<file path="config.mk">
export PLATFORM = sky130hd
export DESIGN_NAME = uart_tx_buf
export DESIGN_NICKNAME = d
export VERILOG_FILES = /design/src/rtl/uart_tx_pkg.sv /design/src/rtl/uart_tx_fifo.sv /design/src/rtl/uart_tx_ctrl.sv /design/src/rtl/uart_tx_shifter.sv /design/src/rtl/uart_tx_buf.sv
export SDC_FILE = /design/constraint.sdc
export NUM_CORES = 1
export LEC_CHECK = 0
export ABC_CLOCK_PERIOD_IN_PS = 2600
export CORE_AREA = 4 4 150 152
export DETAILED_ROUTE_END_ITERATION = 8
export DIE_AREA = 0 0 154 156
export GPL_TIMING_DRIVEN = 0
export HOLD_SLACK_MARGIN = 0.06
export SYNTH_ARGS = -nofsm -noshare
export SYNTH_HDL_FRONTEND = slang
export SYNTH_SLANG_ARGS = --single-unit
</file>
<file path="constraint.sdc">
create_clock -name clk_i -period 2.6 [get_ports clk_i]
set_input_delay 0.52 -clock clk_i [delete_from_list [all_inputs] [get_ports clk_i]]
set_output_delay 0.52 -clock clk_i [all_outputs]
set_load 0.05 [all_outputs]
</file>
<file path="src/rtl/uart_tx_pkg.sv">
package uart_tx_pkg;
  typedef enum logic {
    ORD_LSB = 1'b0,
    ORD_MSB = 1'b1
  } bit_order_e;

  localparam int unsigned DATA_W = 8;
  localparam int unsigned FRAME_W = DATA_W + 2;
endpackage

</file>
<file path="src/rtl/uart_tx_fifo.sv">
module uart_tx_fifo #(
  parameter int unsigned DEPTH = 16,
  parameter int unsigned DW    = 8,
  localparam int unsigned AW   = (DEPTH > 1) ? $clog2(DEPTH) : 1,
  localparam int unsigned CW   = $clog2(DEPTH + 1)
) (
  input  logic          clk_i,
  input  logic          rst_ni,
  input  logic          cap_one_i,
  input  logic          push_i,
  input  logic          pop_i,
  input  logic [DW-1:0] wdata_i,
  output logic [DW-1:0] rdata_o,
  output logic [CW-1:0] count_o,
  output logic          full_o
);
  logic [DW-1:0] mem_q [DEPTH];
  logic [AW-1:0] rd_q, wr_q;
  logic [CW-1:0] cnt_q;

  function automatic logic [AW-1:0] nxt(input logic [AW-1:0] p);
    return (p == AW'(DEPTH - 1)) ? '0 : p + 1'b1;
  endfunction

  always_ff @(posedge clk_i or negedge rst_ni) begin
    if (!rst_ni) begin
      rd_q  <= '0;
      wr_q  <= '0;
      cnt_q <= '0;
    end else begin
      if (push_i) wr_q <= nxt(wr_q);
      if (pop_i)  rd_q <= nxt(rd_q);
      case ({push_i, pop_i})
        2'b10:   cnt_q <= cnt_q + 1'b1;
        2'b01:   cnt_q <= cnt_q - 1'b1;
        default: cnt_q <= cnt_q;
      endcase
    end
  end

  always_ff @(posedge clk_i) begin
    if (push_i) mem_q[wr_q] <= wdata_i;
  end

  assign rdata_o = mem_q[rd_q];
  assign count_o = cnt_q;
  assign full_o  = (cnt_q == (cap_one_i ? CW'(1) : CW'(DEPTH)));
endmodule

</file>
<file path="src/rtl/uart_tx_ctrl.sv">
module uart_tx_ctrl #(
  parameter int unsigned DEPTH = 16,
  parameter int unsigned TW    = 4,
  localparam int unsigned CW   = $clog2(DEPTH + 1)
) (
  input  logic          clk_i,
  input  logic          rst_ni,
  input  logic          tx_en_i,
  input  logic          fifo_mode_i,
  input  logic [TW-1:0] trig_i,
  input  logic [CW-1:0] count_i,
  input  logic          push_i,
  input  logic          busy_i,
  input  logic          done_i,
  output logic          load_o,
  output logic          tx_int_o,
  output logic          empty_int_o
);
  logic [CW-1:0] trig_eff;
  logic [CW-1:0] ld_cnt_q;
  logic          started_q;
  logic          ready;
  logic          empty_ev;
  logic          trig_hit;

  assign trig_eff = (trig_i == '0) ? CW'(DEPTH) : CW'(trig_i);

  // FIFO mode waits for the trigger level only before the burst starts
  assign ready  = fifo_mode_i ? (started_q || (count_i >= trig_eff)) : 1'b1;
  assign load_o = !busy_i && (count_i != '0) && tx_en_i && ready;

  assign empty_ev = fifo_mode_i && done_i && (count_i == '0) && !push_i;
  assign trig_hit = (ld_cnt_q + 1'b1) == trig_eff;

  always_ff @(posedge clk_i or negedge rst_ni) begin
    if (!rst_ni) begin
      started_q   <= 1'b0;
      ld_cnt_q    <= '0;
      tx_int_o    <= 1'b0;
      empty_int_o <= 1'b0;
    end else begin
      tx_int_o    <= load_o && (!fifo_mode_i || trig_hit);
      empty_int_o <= empty_ev;
      if (!tx_en_i || empty_ev) begin
        started_q <= 1'b0;
        ld_cnt_q  <= '0;
      end else if (load_o && fifo_mode_i) begin
        started_q <= 1'b1;
        ld_cnt_q  <= trig_hit ? '0 : ld_cnt_q + 1'b1;
      end
    end
  end
endmodule

</file>
<file path="src/rtl/uart_tx_shifter.sv">
module uart_tx_shifter
  import uart_tx_pkg::*;
(
  input  logic              clk_i,
  input  logic              rst_ni,
  input  logic              tick_i,
  input  logic              load_i,
  input  logic              len7_i,
  input  bit_order_e        order_i,
  input  logic [DATA_W-1:0] data_i,
  output logic              busy_o,
  output logic              done_o,
  output logic              tx_o
);
  localparam int unsigned CNT_W = $clog2(FRAME_W);

  logic [DATA_W-1:0]  seq;
  logic [FRAME_W-1:0] frame;
  logic [FRAME_W-1:0] sh_q;
  logic [CNT_W-1:0]   rem_q;
  logic               busy_q, tx_q;

  for (genvar i = 0; i < DATA_W; i++) begin : g_seq
    assign seq[i] = (order_i == ORD_MSB) ? data_i[DATA_W-1-i] : data_i[i];
  end

  // seven-bit frames keep the first seven sequence bits in either order
  assign frame = len7_i ? {2'b11, seq[DATA_W-2:0], 1'b0} : {1'b1, seq, 1'b0};

  assign done_o = busy_q && tick_i && (rem_q == '0);

  always_ff @(posedge clk_i or negedge rst_ni) begin
    if (!rst_ni) begin
      sh_q   <= '1;
      rem_q  <= '0;
      busy_q <= 1'b0;
      tx_q   <= 1'b1;
    end else if (load_i) begin
      sh_q   <= frame;
      rem_q  <= len7_i ? CNT_W'(DATA_W) : CNT_W'(DATA_W + 1);
      busy_q <= 1'b1;
      tx_q   <= frame[0];
    end else if (busy_q && tick_i) begin
      if (rem_q == '0) begin
        busy_q <= 1'b0;
        tx_q   <= 1'b1;
      end else begin
        sh_q  <= {1'b1, sh_q[FRAME_W-1:1]};
        tx_q  <= sh_q[1];
        rem_q <= rem_q - 1'b1;
      end
    end
  end

  assign busy_o = busy_q;
  assign tx_o   = tx_q;
endmodule

</file>
<file path="src/rtl/uart_tx_buf.sv">
module uart_tx_buf
  import uart_tx_pkg::*;
#(
  parameter int unsigned DEPTH = 16,
  parameter int unsigned TW    = 4,
  localparam int unsigned CW   = $clog2(DEPTH + 1)
) (
  input  logic              clk_i,
  input  logic              rst_ni,
  input  logic              baud_tick_i,
  input  logic              tx_en_i,
  input  logic              fifo_mode_i,
  input  logic              len7_i,
  input  logic              msb_first_i,
  input  logic [TW-1:0]     trig_i,
  input  logic              wr_i,
  input  logic [DATA_W-1:0] wdata_i,
  output logic              tx_o,
  output logic              tx_int_o,
  output logic              empty_int_o,
  output logic              overflow_o
);
  logic              load, accept, full, busy, done;
  logic [CW-1:0]     count;
  logic [DATA_W-1:0] head;
  logic              ovf_q;

  assign accept = wr_i && (!full || load);

  uart_tx_fifo #(.DEPTH(DEPTH), .DW(DATA_W)) u_fifo (
    .clk_i     (clk_i),
    .rst_ni    (rst_ni),
    .cap_one_i (!fifo_mode_i),
    .push_i    (accept),
    .pop_i     (load),
    .wdata_i   (wdata_i),
    .rdata_o   (head),
    .count_o   (count),
    .full_o    (full)
  );

  uart_tx_ctrl #(.DEPTH(DEPTH), .TW(TW)) u_ctrl (
    .clk_i       (clk_i),
    .rst_ni      (rst_ni),
    .tx_en_i     (tx_en_i),
    .fifo_mode_i (fifo_mode_i),
    .trig_i      (trig_i),
    .count_i     (count),
    .push_i      (accept),
    .busy_i      (busy),
    .done_i      (done),
    .load_o      (load),
    .tx_int_o    (tx_int_o),
    .empty_int_o (empty_int_o)
  );

  uart_tx_shifter u_shift (
    .clk_i   (clk_i),
    .rst_ni  (rst_ni),
    .tick_i  (baud_tick_i),
    .load_i  (load),
    .len7_i  (len7_i),
    .order_i (msb_first_i ? ORD_MSB : ORD_LSB),
    .data_i  (head),
    .busy_o  (busy),
    .done_o  (done),
    .tx_o    (tx_o)
  );

  always_ff @(posedge clk_i or negedge rst_ni) begin
    if (!rst_ni) ovf_q <= 1'b0;
    else if (wr_i && !accept) ovf_q <= 1'b1;
  end

  assign overflow_o = ovf_q;
endmodule

</file>
# After elaboration in Yosys (flattened, before gate mapping)
# Memories as Yosys holds them, arrays and structs flattened.
# Cells that the tools add are included.
# word_totals
mem_bits_rw	128
regBits	38
memories	1
# classes
n_addsub	6
magnitude_cmp	1
mux	36
n_eq_ne	7
reduce_logical	31
# mem_list
name	depth	width	read_ports	rd_ports_with_merged_regs	wr	line	source
u_fifo.mem_q	16	8	1	0	1	uart_tx_fifo.sv:17	logic [DW-1:0] mem_q [DEPTH];
# op_table
operator	count
2-to-1 mux 10 bit	3
2-to-1 mux 5 bit	5
2-to-1 mux 1 bit	21
2-to-1 mux 4 bit	5
logical AND 1 bit	12
adder 5 x 1 -> 5 bit (second input constant)	2
equality test 5 bit	2
case mux 5 bit (2 select lines)	1
2-to-1 mux 9 bit	1
adder 4 x 1 -> 4 bit (second input constant)	2
equality test 4 bit (second input constant)	2
zero test 4 bit	2
nonzero test 2 bit	4
>= comparator 5 bit	1
zero test 1 bit	5
zero test 5 bit	1
nonzero test 5 bit	1
subtractor 5 x 1 -> 5 bit (second input constant)	1
logical OR 1 bit	4
AND reduction 2 bit	2
subtractor 4 x 1 -> 4 bit (second input constant)	1
equality test 2 x 1 -> 1 bit (second input constant)	1
equality test 2 bit (second input constant)	1
inequality test 2 bit (second input constant)	1

# Longest topological paths before layout
# depth
depth_word	12
mapped_depth	14
depth_no_buf	14

# Modules after synthesis
# From an unflattened synthesis, not the netlist that was laid out.
# hier_totals
cells_unflattened	462
area_unflattened_um2	7290.7
# modules_own_cells
module	cells_each	seq_area_each_um2	instances	area_each_um2
uart_tx_fifo	307	4169.0	1	5776.8
uart_tx_shifter	82	361.6	1	812.0
uart_tx_ctrl	68	200.2	1	653.1
uart_tx_buf	5	25.0	1	48.8

# Worst setup path after synthesis
# No wires, ideal clock.
# synth_path
kind	input -> register
from	input trig_i[3]
to	register u_fifo.cnt_q[3], in the netlist u_fifo.count_o[3]
required_time_ns	2.463
stages	13
arrival_time_ns	3.354
slack_ns	-0.891
setup_time_ns	0.137
cell_sequence	or4_1 ha_1 a2111o_1 a31oi_2 or3_1 inv_1 ha_1 a21o_1 a21oi_1 xor2_1 nor2_1 mux2i_1 mux2i_1
# synth_via
elab_chain_cells	10
word_cells_on_any_way	12
cone_classes	order compare (1); eq/ne (2); mux (3); reduce/logical (6)
# synth_rtl
item	line	source
from (decl)	uart_tx_buf.sv:15	input logic [TW-1:0] trig_i,
zero test 4 bit	uart_tx_ctrl.sv:26	assign trig_eff = (trig_i == '0) ? CW'(DEPTH) : CW'(trig_i);
2-to-1 mux 5 bit *	uart_tx_ctrl.sv:26	
>= comparator 5 bit *	uart_tx_ctrl.sv:29	assign ready = fifo_mode_i ? (started_q || (count_i >= trig_eff)) : 1'b1;
logical OR 1 bit *	uart_tx_ctrl.sv:29	
2-to-1 mux 1 bit *	uart_tx_ctrl.sv:29	
logical AND 1 bit *	uart_tx_ctrl.sv:30	assign load_o = !busy_i && (count_i != '0) && tx_en_i && ready;
logical OR 1 bit	uart_tx_buf.sv:28	assign accept = wr_i && (!full || load);
logical AND 1 bit	uart_tx_buf.sv:28	
equality test 2 x 1 -> 1 bit or equality test 2 bit (tied branches)	uart_tx_fifo.sv:33	case ({push_i, pop_i})
case mux 5 bit (2 select lines) or nonzero test 2 bit (tied branches)	-	
to (signal assigned)	uart_tx_fifo.sv:34	2'b10: cnt_q <= cnt_q + 1'b1;
to (signal assigned)	uart_tx_fifo.sv:35	2'b01: cnt_q <= cnt_q - 1'b1;
to (signal assigned)	uart_tx_fifo.sv:36	default: cnt_q <= cnt_q;
to (decl)	uart_tx_fifo.sv:19	logic [CW-1:0] cnt_q;
# Every way passes the cells marked *; elsewhere a longest branch is shown, timed or not.
# A chain may end at the register's enable or synchronous reset.

# Worst setup path after layout
# Same ends and word-level chain as after synthesis.

==> flow_summary.yaml <==
worst_setup_path:
  worstSetupPathType: "input port to register"
  startpoint_type: "input port"
  path_buf_inv: 2
  worst_setup_path_end_kind: "register"
  ff2ff_path_depth: 14
  critPathSlowestCell: "or4_4"
  cp_max_fo: 3
  max_stage_delay_ps: 550
  cpLargestDelayFamily: "compound AO/OA/AOI/OAI gates"
  required_ps: 2890
  path_depth: 14
  timing.critical_path.cells: "buf_6 -> or4_4 -> ha_4 -> a2111o_1 -> a31oi_4 -> or3_4 -> inv_4 -> ha_4 -> a21o_1 -> a21oi_2 -> xor2_1 -> nor2_1 -> mux2i_1 -> mux2i_1"
  arrival_ps: 3210
clocking:
  root_buffer: "clkbuf_16"
  clk_pin_slew_ps: 70
  htreeDepth: 4
  cts_tree: "built"
  cts_hold_buf: 0
  cts.path.max_buffers: 2
  clock_latency_ps: 430
  cts_num_sinks: 164
  cts_buffers: 17
layout:
  insertedDiodeCount: 0
  drive_above_1_share: 0.2629
  syn_to_final_growth_pct: 19.48
  layout_common_cells: "edfxtp_1, mux4_2, nand2_1, dfrtp_1, a21oi_1"
  utilization: 0.4125
  nets: 549
  final_common_cell: "edfxtp_1"
outcome:
  violations: "negative setup slack"
  status: "finished, violations left"
power_and_ir_drop:
  p_seq_frac: 0.391
  vdd_drop_max_mv: 0.5732
  finalPower_mw: 9.112
  leakage_nw: 3.082
  switching_share: 0.3322
  power_per_cell_area_nw_per_um2: 1051
  pwr-share-comb: 0.336
  p_sw_mw: 3.027
  clkPwrFrac: 0.273
  p_int_mw: 6.085
place:
  place_congestion: 0.7987
  hpwl_um: 10030
  io_buffers: 22
  dp_slack_ps: -1411
die:
  rows: 53
  die-area_sq_um: 24020
  fp.dieW_um: 154
  io-pin-count: 24
  fp.coreArea_sq_um: 21020
  die_y_um: 156
  floorplan.initialDensity: 0.3453
route:
  drt_first_pass_iters: 7
  detail_route.iter0.violations: 300
  wirelength_um: 14920
  vias: 4049
  via_per_inst: 5.061
  drc: 0
  postRouteAntennaNets: 0
  wl_per_cell_um: 18.64
grt:
  gr-usage-met1: 0.1719
  grt_antenna_before_repair: 0
  grt_pass1_wl_um: 23650
  grt_util_met2: 0.2176
  track_usage: 0.1298
  grt.overflow.total: 0
  grt_max_degree: 37
  busiest_layer: "met2"
  grt_pass1_vias: 4131
  grtUsageMet3: 0.02053
yosys:
  synthCells: 462
  async_reset_ff_frac: 0.2195
  synth_seq_area_share: 0.6552
  synth-edff-count: 128
  ys.flop_type: "edfxtp_1"
  synthesis.area_sq_um: 7258
  synth_warnings: 0
  synth_cell_types: 56
  synth_nets: 499
  synth_area_per_cell_sq_um: 15.71
  ys_ff_latch: 164
sta:
  finalCritPeriodShare: 1.124
  finalSetupViolCount: 131
  fmax_ghz: 0.3422
  skew_ps: 9.335
  slew_violations: 0
  min_period_ps: 2922
  worst_pin_slew_ps: 847.1
  fin_ws_ps: -322.3
  slew_headroom: 0.4353
  rsz0062_at_grt: "yes"
  hold_violations: 0
flow_run:
  drv_cap: 0
worst_hold_path:
  hp-class: "input port to async pin"
[worst reg2reg max path, delay by kind of cell (launching register included)]
family,cells,cell delay (ps)
multiplexers,2,240
flip-flops,1,420
XOR/XNOR,1,200
AND/OR/NAND/NOR,3,470
buffers and inverters,2,210
adder cells (fa/ha/maj),2,480
AO/OA/AOI/OAI,4,640
[layer usage]
metal / up-vias / wire, um
met5: - / 0
met4: 0 / 212
met3: 15 / 335
met2: 66 / 7582
met1: 2086 / 6785
li1: 1882 / -
[cells by family after synthesis]
group / after synthesis / share of synthesized area
AND/OR/NAND/NOR: 111 / 0.08464
adder cells (fa/ha/maj): 17 / 0.03034
XOR/XNOR: 19 / 0.02482
AO/OA/AOI/OAI: 61 / 0.05240
flip-flops: 164 / 0.6552
buffers and inverters: 38 / 0.02431
multiplexers: 52 / 0.1283
[sequential cells by signal (all words and copies together), names as in the netlist]
| register | cells |
|---|---|
| u_fifo.mem_q | 128 |
| u_shift.sh_q | 8 |
| u_ctrl.ld_cnt_q | 5 |
| u_fifo.count_o | 5 |
| u_fifo.rd_q | 4 |
| u_fifo.wr_q | 4 |
| u_shift.rem_q | 4 |
| overflow_o | 1 |
| u_ctrl.empty_int_o | 1 |
| u_ctrl.started_q | 1 |
| u_ctrl.tx_int_o | 1 |
| u_shift.busy_o | 1 |
| u_shift.tx_o | 1 |
[final timing paths]
kind                       slack, ps         startpoint                end
setup reg to reg                -210  u_fifo.count_o[0]  u_fifo.count_o[3]
hold reg to reg                  490         overflow_o         overflow_o
setup / recovery                -320          trig_i[3]  u_fifo.count_o[3]
min in group clk_i               490         overflow_o         overflow_o
max in group asynchronous       1830             rst_ni  u_fifo.count_o[0]
hold / removal                   200             rst_ni  u_fifo.count_o[1]
[metrics by stage]
step	TNS [ps]	hold slack, ps	instance area (sq um)	std cells
6_report	-16450	195.6	8672	800
5_1_grt	-25780	277.7	8672	800
4_1_cts	-8629	220.1	8630	797
3_5_place_dp	-151020	481.7	7985	759
3_3_place_gp	-145300	482.4	7990	759
2_1_floorplan	-37760	224.4	7426	462
[synth_stat cells, drive strengths merged (9+ instances only)]
library cell	instances	area, sq um
dfrtp	27	675.7
and3	23	143.9
a21oi	26	130.1
and2	10	65.07
ha	16	200.2
xnor2	13	113.9
mux2i	18	180.2
clkbuf	9	33.78
dfstp	9	236.5
nor2	13	48.80
mux4	32	720.7
edfxtp	128	3844
buf	12	78.83
inv	17	63.81
nand2	29	108.9
[power by group through the flow]
stage | clock (mW) | sequential, mW | combinational [mW]
2_1_floorplan | 0 | 3.60 | 2.20
3_3_place_gp | 0 | 3.60 | 2.94
3_5_place_dp | 0 | 3.62 | 3.00
4_1_cts | 2.53 | 3.57 | 3.04
5_1_grt | 2.65 | 3.61 | 3.38
6_report | 2.49 | 3.57 | 3.06
[repair_timing]
item,CTS,global route
gates resized for setup,21,5
setup endpoints to repair,162,143
pin swaps,10,4
setup buffers,7,3
[layout make-up]
cell class	count	area, sq um
Inverter	17	66.31
Fill cell	1855	12350
Sequential cell	164	4757
Buffer	21	128.9
Clock inverter	15	173.9
Timing Repair Buffer	31	286.5
Multi-Input combinational cell	260	2490
Tap cell	275	344.1
Clock buffer	17	425.4
(Power assumes the default switching activity.)
